File: src/rtl/pwmcap_pkg.sv
package pwmcap_pkg;
    typedef enum logic [1:0] {
        CH_OFF     = 2'd0,
        CH_CAPTURE = 2'd1,
        CH_COMPARE = 2'd2,
        CH_PWM     = 2'd3
    } ch_mode_e;

    typedef enum logic [1:0] {
        CT_IDLE = 2'd0,
        CT_UP   = 2'd1,
        CT_DOWN = 2'd2
    } cnt_state_e;

    localparam int ADDR_W    = 5;
    localparam int A_CTRL    = 0;
    localparam int A_MOD     = 1;
    localparam int A_CLR     = 2;
    localparam int A_CH_BASE = 4;
endpackage

File: src/rtl/pwmcap_prescale.sv
module pwmcap_prescale #(
    parameter int PSW = 3
) (
    input  logic           clk,
    input  logic           rst_n,
    input  logic           en,
    input  logic [PSW-1:0] psel,
    output logic           tick
);
    localparam int DW = (1 << PSW) - 1;

    logic [DW-1:0] div_q;
    logic [DW-1:0] mask;

    assign mask = DW'((32'd1 << psel) - 32'd1);
    assign tick = en && ((div_q & mask) == mask);

    always_ff @(posedge clk or negedge rst_n) begin
        if (!rst_n)   div_q <= '0;
        else if (!en) div_q <= '0;
        else          div_q <= div_q + 1'b1;
    end

    // a divided tick never lasts two clocks while the division holds
    a_r2_tick_gap: assert property (@(posedge clk) disable iff (!rst_n)
        (tick && psel != '0) |=> (!tick || psel != $past(psel)));
endmodule

File: src/rtl/pwmcap_counter.sv
module pwmcap_counter
    import pwmcap_pkg::*;
#(
    parameter int CW = 16
) (
    input  logic          clk,
    input  logic          rst_n,
    input  logic          en,
    input  logic          updown,
    input  logic          tick,
    input  logic [CW-1:0] modulo,
    output logic [CW-1:0] cnt_q,
    output logic          upd_q,
    output logic          tc_q
);
    cnt_state_e    st_q, st_n;
    logic [CW-1:0] cnt_n;
    logic [CW-1:0] top;
    logic          step;
    logic          tc_n;

    assign top  = (modulo == '0) ? '1 : modulo;
    assign step = en && tick && (st_q != CT_IDLE);
    assign tc_n = step && (cnt_n == '0) && (cnt_q != '0);

    always_comb begin
        st_n  = st_q;
        cnt_n = cnt_q;
        unique case (st_q)
            CT_IDLE: begin
                if (en) st_n = CT_UP;
            end
            CT_UP: begin
                if (!en) begin
                    st_n = CT_IDLE;
                end else if (tick) begin
                    if (cnt_q >= top) begin
                        if (updown) begin
                            cnt_n = top - 1'b1;
                            st_n  = CT_DOWN;
                        end else begin
                            cnt_n = '0;
                        end
                    end else begin
                        cnt_n = cnt_q + 1'b1;
                    end
                end
            end
            CT_DOWN: begin
                if (!en) begin
                    st_n = CT_IDLE;
                end else if (tick) begin
                    if (cnt_q == '0 || !updown) begin
                        st_n  = CT_UP;
                        cnt_n = (cnt_q >= top) ? '0 : cnt_q + 1'b1;
                    end else begin
                        cnt_n = cnt_q - 1'b1;
                    end
                end
            end
            default: st_n = CT_IDLE;
        endcase
    end

    always_ff @(posedge clk or negedge rst_n) begin
        if (!rst_n) begin
            st_q  <= CT_IDLE;
            cnt_q <= '0;
        end else begin
            st_q  <= st_n;
            cnt_q <= cnt_n;
        end
    end

    always_ff @(posedge clk or negedge rst_n) begin
        if (!rst_n) begin
            upd_q <= 1'b0;
            tc_q  <= 1'b0;
        end else begin
            upd_q <= step;
            tc_q  <= tc_n;
        end
    end

    // disabled counter holds its value
    a_r2_hold: assert property (@(posedge clk) disable iff (!rst_n)
        !en |=> $stable(cnt_q));
    // terminal-count strobe only accompanies a zero count
    a_r5_tc_zero: assert property (@(posedge clk) disable iff (!rst_n)
        tc_q |-> (cnt_q == '0));
    // each update moves by one or returns to zero
    a_r3_step: assert property (@(posedge clk) disable iff (!rst_n)
        upd_q |-> (cnt_q == $past(cnt_q) + 1'b1 || cnt_q == $past(cnt_q) - 1'b1 || cnt_q == '0));
endmodule

File: src/rtl/pwmcap_channel.sv
module pwmcap_channel
    import pwmcap_pkg::*;
#(
    parameter int CW = 16
) (
    input  logic          clk,
    input  logic          rst_n,
    input  logic          cfg_we,
    input  logic          val_we,
    input  logic          flag_clr,
    input  logic [CW-1:0] wdata,
    input  logic [CW-1:0] cnt,
    input  logic          upd,
    input  logic          tc,
    input  logic          pin_in,
    output logic          pin_out,
    output logic          flag,
    output logic          irq,
    output logic [CW-1:0] val
);
    logic [4:0]    cfg_q;
    ch_mode_e      mode;
    logic [1:0]    sel;
    logic          ie;
    logic [CW-1:0] act_q, buf_q, val_eff;
    logic [2:0]    sync_q;
    logic          rise, fall, cap_ev, hit, tcv, ev;
    logic          lvl_q, flag_q;

    assign mode = ch_mode_e'(cfg_q[1:0]);
    assign sel  = cfg_q[3:2];
    assign ie   = cfg_q[4];

    assign rise    = sync_q[1] && !sync_q[2];
    assign fall    = !sync_q[1] && sync_q[2];
    assign cap_ev  = (mode == CH_CAPTURE) && ((sel[0] && rise) || (sel[1] && fall));
    assign tcv     = upd && tc;
    assign val_eff = (mode == CH_PWM && tcv) ? buf_q : act_q;
    assign hit     = upd && (cnt == val_eff);
    assign ev      = cap_ev || (hit && (mode == CH_COMPARE || mode == CH_PWM));

    always_ff @(posedge clk or negedge rst_n) begin
        if (!rst_n) begin
            cfg_q  <= '0;
            sync_q <= '0;
            act_q  <= '0;
            buf_q  <= '0;
            flag_q <= 1'b0;
        end else begin
            sync_q <= {sync_q[1:0], pin_in};
            if (cfg_we) cfg_q <= wdata[4:0];
            if (val_we) buf_q <= wdata;
            if (cap_ev)                          act_q <= cnt;
            else if (val_we && mode != CH_PWM)   act_q <= wdata;
            else if (mode == CH_PWM && tcv)      act_q <= buf_q;
            if (ev)            flag_q <= 1'b1;
            else if (flag_clr) flag_q <= 1'b0;
        end
    end

    always_ff @(posedge clk or negedge rst_n) begin
        if (!rst_n) begin
            lvl_q <= 1'b0;
        end else begin
            unique case (mode)
                CH_OFF, CH_CAPTURE: lvl_q <= 1'b0;
                CH_COMPARE: begin
                    if (hit) begin
                        unique case (sel)
                            2'd1:    lvl_q <= !lvl_q;
                            2'd2:    lvl_q <= 1'b0;
                            2'd3:    lvl_q <= 1'b1;
                            default: lvl_q <= lvl_q;
                        endcase
                    end
                end
                CH_PWM: begin
                    if (hit)      lvl_q <= 1'b0;
                    else if (tcv) lvl_q <= 1'b1;
                end
                default: lvl_q <= 1'b0;
            endcase
        end
    end

    assign pin_out = (mode == CH_PWM) ? (lvl_q ^ sel[0]) : lvl_q;
    assign flag    = flag_q;
    assign irq     = flag_q && ie;
    assign val     = act_q;

    // a capture event stores the count seen at that edge
    a_r6_capture: assert property (@(posedge clk) disable iff (!rst_n)
        cap_ev |=> (act_q == $past(cnt)));
    // any channel event leaves the flag set
    a_r10_flag: assert property (@(posedge clk) disable iff (!rst_n)
        ev |=> flag_q);
    // off mode forces the pin level low
    a_r11_off: assert property (@(posedge clk) disable iff (!rst_n)
        (mode == CH_OFF) |=> !lvl_q);
    // set-on-match leaves the pin high
    a_r7_set: assert property (@(posedge clk) disable iff (!rst_n)
        (mode == CH_COMPARE && hit && sel == 2'd3) |=> lvl_q);
endmodule

File: src/rtl/pwmcap_timer.sv
module pwmcap_timer
    import pwmcap_pkg::*;
#(
    parameter int NCH = 4,
    parameter int CW  = 16,
    parameter int PSW = 3
) (
    input  logic              clk,
    input  logic              rst_n,
    input  logic              wr_en,
    input  logic [4:0]        wr_addr,
    input  logic [CW-1:0]     wr_data,
    input  logic [NCH-1:0]    cap_in,
    output logic [NCH-1:0]    ch_out,
    output logic [NCH-1:0]    ch_flag,
    output logic [NCH-1:0]    ch_irq,
    output logic              tc_flag,
    output logic              tc_irq,
    output logic [CW-1:0]     count,
    output logic [NCH*CW-1:0] ch_val
);
    localparam int CTRL_W = PSW + 3;

    logic [CTRL_W-1:0] ctrl_q;
    logic [CW-1:0]     mod_q;
    logic              tc_flag_q;
    logic              tick, upd, tc_pulse;
    logic              clr_we;
    logic [CW-1:0]     cnt;

    assign clr_we = wr_en && (wr_addr == ADDR_W'(A_CLR));

    always_ff @(posedge clk or negedge rst_n) begin
        if (!rst_n) begin
            ctrl_q    <= '0;
            mod_q     <= '0;
            tc_flag_q <= 1'b0;
        end else begin
            if (wr_en && wr_addr == ADDR_W'(A_CTRL)) ctrl_q <= wr_data[CTRL_W-1:0];
            if (wr_en && wr_addr == ADDR_W'(A_MOD))  mod_q  <= wr_data;
            if (tc_pulse)                        tc_flag_q <= 1'b1;
            else if (clr_we && wr_data[CW-1])    tc_flag_q <= 1'b0;
        end
    end

    pwmcap_prescale #(.PSW(PSW)) u_pre (
        .clk  (clk),
        .rst_n(rst_n),
        .en   (ctrl_q[0]),
        .psel (ctrl_q[2 +: PSW]),
        .tick (tick)
    );

    pwmcap_counter #(.CW(CW)) u_cnt (
        .clk   (clk),
        .rst_n (rst_n),
        .en    (ctrl_q[0]),
        .updown(ctrl_q[1]),
        .tick  (tick),
        .modulo(mod_q),
        .cnt_q (cnt),
        .upd_q (upd),
        .tc_q  (tc_pulse)
    );

    for (genvar k = 0; k < NCH; k++) begin : g_ch
        logic cfg_we, val_we;
        assign cfg_we = wr_en && (wr_addr == ADDR_W'(A_CH_BASE + 2 * k));
        assign val_we = wr_en && (wr_addr == ADDR_W'(A_CH_BASE + 2 * k + 1));

        pwmcap_channel #(.CW(CW)) u_ch (
            .clk     (clk),
            .rst_n   (rst_n),
            .cfg_we  (cfg_we),
            .val_we  (val_we),
            .flag_clr(clr_we && wr_data[k]),
            .wdata   (wr_data),
            .cnt     (cnt),
            .upd     (upd),
            .tc      (tc_pulse),
            .pin_in  (cap_in[k]),
            .pin_out (ch_out[k]),
            .flag    (ch_flag[k]),
            .irq     (ch_irq[k]),
            .val     (ch_val[k*CW +: CW])
        );
    end

    assign tc_flag = tc_flag_q;
    assign tc_irq  = tc_flag_q && ctrl_q[CTRL_W-1];
    assign count   = cnt;

    // a terminal count always leaves the flag raised
    a_r5_tc_flag: assert property (@(posedge clk) disable iff (!rst_n)
        tc_pulse |=> tc_flag_q);
endmodule

File: config.mk
export PLATFORM = sky130hd
export DESIGN_NAME = pwmcap_timer
export DESIGN_NICKNAME = d
export VERILOG_FILES = /design/src/rtl/pwmcap_pkg.sv /design/src/rtl/pwmcap_prescale.sv /design/src/rtl/pwmcap_counter.sv /design/src/rtl/pwmcap_channel.sv /design/src/rtl/pwmcap_timer.sv
export SDC_FILE = /design/constraint.sdc
export NUM_CORES = 1
export LEC_CHECK = 0
export ABC_CLOCK_PERIOD_IN_PS = 4360
export BUFFER_PORTS_ARGS = -buffer_cell sky130_fd_sc_hd__buf_4
export CAP_MARGIN = 0
export CORE_MARGIN = 4
export CORE_UTILIZATION = 53
export DETAILED_ROUTE_END_ITERATION = 10
export GPL_TIMING_DRIVEN = 0
export PLACE_DENSITY = 0.76
export RECOVER_POWER = 100
export SYNTH_ARGS = -nofsm -noshare
export SYNTH_HDL_FRONTEND = slang
export SYNTH_SLANG_ARGS = --single-unit
File: constraint.sdc
create_clock -name clk -period 4.36 [get_ports clk]
set_input_delay 0.654 -clock clk [delete_from_list [all_inputs] [get_ports clk]]
set_output_delay 0.654 -clock clk [all_outputs]
set_load 0.02 [all_outputs]
==> metrics.md <==
| Metric | Value |
|---|---|
| CP arrival | `5120 ps` |
| Adder-Cell Fraction of Synth Area | `2.33%` |
| Post-DP HPWL | `about 30,000 um` |
| Via/cell ratio | `6.34` |
| CP Class | `reg2reg` |
| Largest net degree at the start of global routing | `100` |
| Post-Syn Area | `between 0.01 and 0.015 mm^2` |
| Drt wl/cell | `~23 um` |
| Post-synth top cells | `dfrtp_1, nand2_1, o21ai_0, mux2_2, clkbuf_1` |
| Synth Area in Simple Gates | `15.5%` |
| Hold buffers post-CTS | `0` |
| Reg-to-reg slack, setup | `-330 ps` |
| Final Max Slew Viols | `123` |
| Cell Pwr Density | `594 mW/mm^2` |
| Routability cong. | `0.979` |
| Synth Area in Compound Gates | `13.8%` |
| Crit end category | `register` |
| Post-Synthesis Cells | `~1,300` |
| CP Launch Type | `register` |
| Largest cells by area after synthesis | `dfrtp_1, mux2_2, o21ai_0, nand2_1, mux2i_1` |
| Max Cap Violations | `2` |
| Syn nets | `1,387` |
| Die Y | `between 150 and 200 um` |
| Critical path data required time | `4790 ps` |
| Number of global-route vias before repair | `11,500` |
| Post-route clock period utilization | `107%` |
| Worst slew pin tran | `between 2000 and 3000 ps` |
| Synth warn | `0` |
| Largest family of logic cells by synthesized area | `simple AND/OR/NAND/NOR gates` |
| CTS buffer count | `25` |
| Post-Route WL | `43,400 um` |
| Hold_ws | `235 ps` |
| CTS clk-pin slew, worst paths | `60 ps` |
| H-tree depth | `1` |
| CP Max Fanout | `6` |
| Final Skew | `12.6 ps` |
| Fin worst setup slack | `-325 ps` |
| Area fraction of the dominant cell type after synthesis | `between 40% and 50%` |
| Area growth syn-to-layout | `17.6%` |
| Initial core utilization | `54.2%` |
| Tot GR Track Use | `32.3%` |
| Synthesized area per cell | `between 9 and 10 um^2` |
| Worst hold path type | `in2reg` |
| Die area | `0.0267 mm^2` |
| Xor/xnor share of the synthesized area | `6.57%` |
| IO Port Bufs | `between 100 and 150` |
| Seq cells post-synth | `roughly 220` |
| Main synth FF type | `dfrtp_1` |
| Rows | `56` |
| Drt pass-1 iters | `6` |
| RSZ-0062 raised after global routing | `true` |
| Biggest area consumer among synthesized cells | `dfrtp_1` |
| Post-synthesis mux area share | `15.0%` |
| Tmin final | `4690 ps` |
| First-pass GRT wire length | `66,200 um` |
| Fin. Hold Viols | `0` |
| Leak | `6.81 nW` |
| Clock sink count | `218` |
| Most frequent cell after synthesis | `dfrtp_1` |
| DRC viols | `0` |
| Sequential-to-total area share from yosys stat | `42.6%` |
| Filler cells | `1,984` |
| Core area | `0.0236 mm^2` |
| Status | `finished with violations` |
| Vias | `around 12,000` |
| Final setup viols | `1` |
| Unique masters post-synth | `76` |
| Detailed Route Iter0 Violations | `1,348` |
| Max Buffers Root-to-Sink | `3` |
| Number of diodes | `0` |
| Io pins | `122` |
| Global route overflow | `0` |
| Peak supply drop | `0.404 mV` |
| Fraction of registers with async set/reset | `100%` |
| Pwr Total | `between 8 and 9 mW` |
| EDFF count, synth | `0` |
| Initial antenna violation count | `0` |
| CTS tree | `yes` |
| Failing checks | `max-capacitance violations, max-slew violations, negative setup slack` |
| Layout cell share with drive strength beyond 1 | `17.6%` |
| Die Wd | `163 um` |
| Fmax | `about 0.21 GHz` |
| Antenna-violating nets left | `0` |
| Clock root buffer | `clkbuf_16` |
| DP Worst Slack | `-860 ps` |
| Clk_lat worst skew | `~550 ps` |
| Slew HR | `-84.2%` |
| Final #Nets | `1,563` |
## layer usage
metal | vias to the layer above | track usage, % | routed length [um]
met3 | 195 | 6.16 | 4540
li1 | 5125 | - | -
met2 | 722 | 49.8 | 19100
met1 | 5687 | 43.5 | 16700
met4 | 0 | 16.6 | 2960
met5 | - | 0 | 0
## logic make-up after synthesis
logic type,after synthesis
and+or+nand+nor,410
AOI/OAI and AO/OA,280
DFF,218
muxes,178
buffers and inverters,130
xor gates and xnor gates,96
adders and majority gates,24
## worst paths after layout
check / end / startpoint / cells after the start
min in group asynchronous: u_cnt.cnt_q[7] / rst_n / 1
worst min register to register: g_ch[2].u_ch.sync_q[1] / g_ch[2].u_ch.sync_q[0] / 0
worst min-delay path: g_ch[1].u_ch.sync_q[0] / cap_in[1] / 1
worst max-delay path: u_cnt.tc_q / mod_q[5] / 17
worst max register to register: u_cnt.tc_q / mod_q[5] / 17
max in group asynchronous: mod_q[1] / rst_n / 2
## metrics by stage
stage / utilization (%) / instance area [um^2] / instances / setup TNS, ps
2_1_floorplan: - / 12800 / 1336 / 0
3_3_place_gp: 59.8 / 14100 / 1774 / -2810
3_5_place_dp: 60.1 / 14200 / 1776 / -3090
4_1_cts: 65.3 / 15400 / 1849 / -218
5_1_grt: 63.7 / 15000 / 1849 / -3930
6_report: 63.7 / 15000 / 1849 / -325
## worst max-delay path: stages (launching register included)
cell and delay, ps:
dfrtp_2 420, nor4_4 310, and4_4 290, nand2_4 60, nor2_4 130, clkbuf_8 170, nor2_4 40, ha_4 250
and2_4 150, a221o_1 320, a221o_1 410, a211o_1 340, buf_6 150, a311oi_2 270, o21ai_1 120, a22o_1 240
or4_4 560, nor4_4 310
## final cells by class
type / instances / area (um^2) / share of cell area, %
flip-flops and latches: 218 / 5470 / 36.3
clock buffers: 35 / 713 / 4.74
multi-input cells: 988 / 6980 / 46.4
inverters: 24 / 90.1 / 0.599
repair buffers: 151 / 807 / 5.36
clock inverters: 10 / 126 / 0.840
well taps: 319 / 399 / 2.65
plain buffers: 104 / 464 / 3.09
## layout by cell type (no fill, tap or decap), types with 24 or more instances in the layout
master	Yosys	layout
dfrtp_1	218	208
nand2_1	197	195
clkbuf_1	87	178
o21ai_0	156	155
mux2_2	106	106
mux2i_1	72	72
buf_4	13	63
xnor2_1	51	51
nor2_1	53	50
xor2_1	45	45
nand4_1	28	28
clkbuf_16	0	25
nand3_1	24	24
## state kept, by name (all words and copies together) (netlist names)
signal and cells:
g_ch.u_ch.cfg_q 20, tc_flag 1, g_ch.u_ch.flag 4, mod_q 16, g_ch.u_ch.sync_q 12, u_pre.div_q 7, u_cnt.tc_q 1, g_ch.u_ch.lvl_q 4
u_cnt.cnt_q 16, g_ch.u_ch.buf_q 64, ctrl_q 6, u_cnt.upd_q 1, g_ch.u_ch.val 64, u_cnt.st_q 2
## power breakdown
part | leakage [nW] | internal, mW | switching, mW
clock network | 0.405 | 1.27 | 0.872
logic | 3.69 | 1.39 | 2.33
registers | 2.72 | 2.58 | 0.503
## what timing repair did
action | 4_1_cts | 5_1_grt
gates cloned | 1 | 0
buffers inserted | 29 | 0
pin swaps | 22 | 1
setup endpoints to repair | 14 | 6
resized for setup | 44 | 3
(Power assumes the default switching activity.)
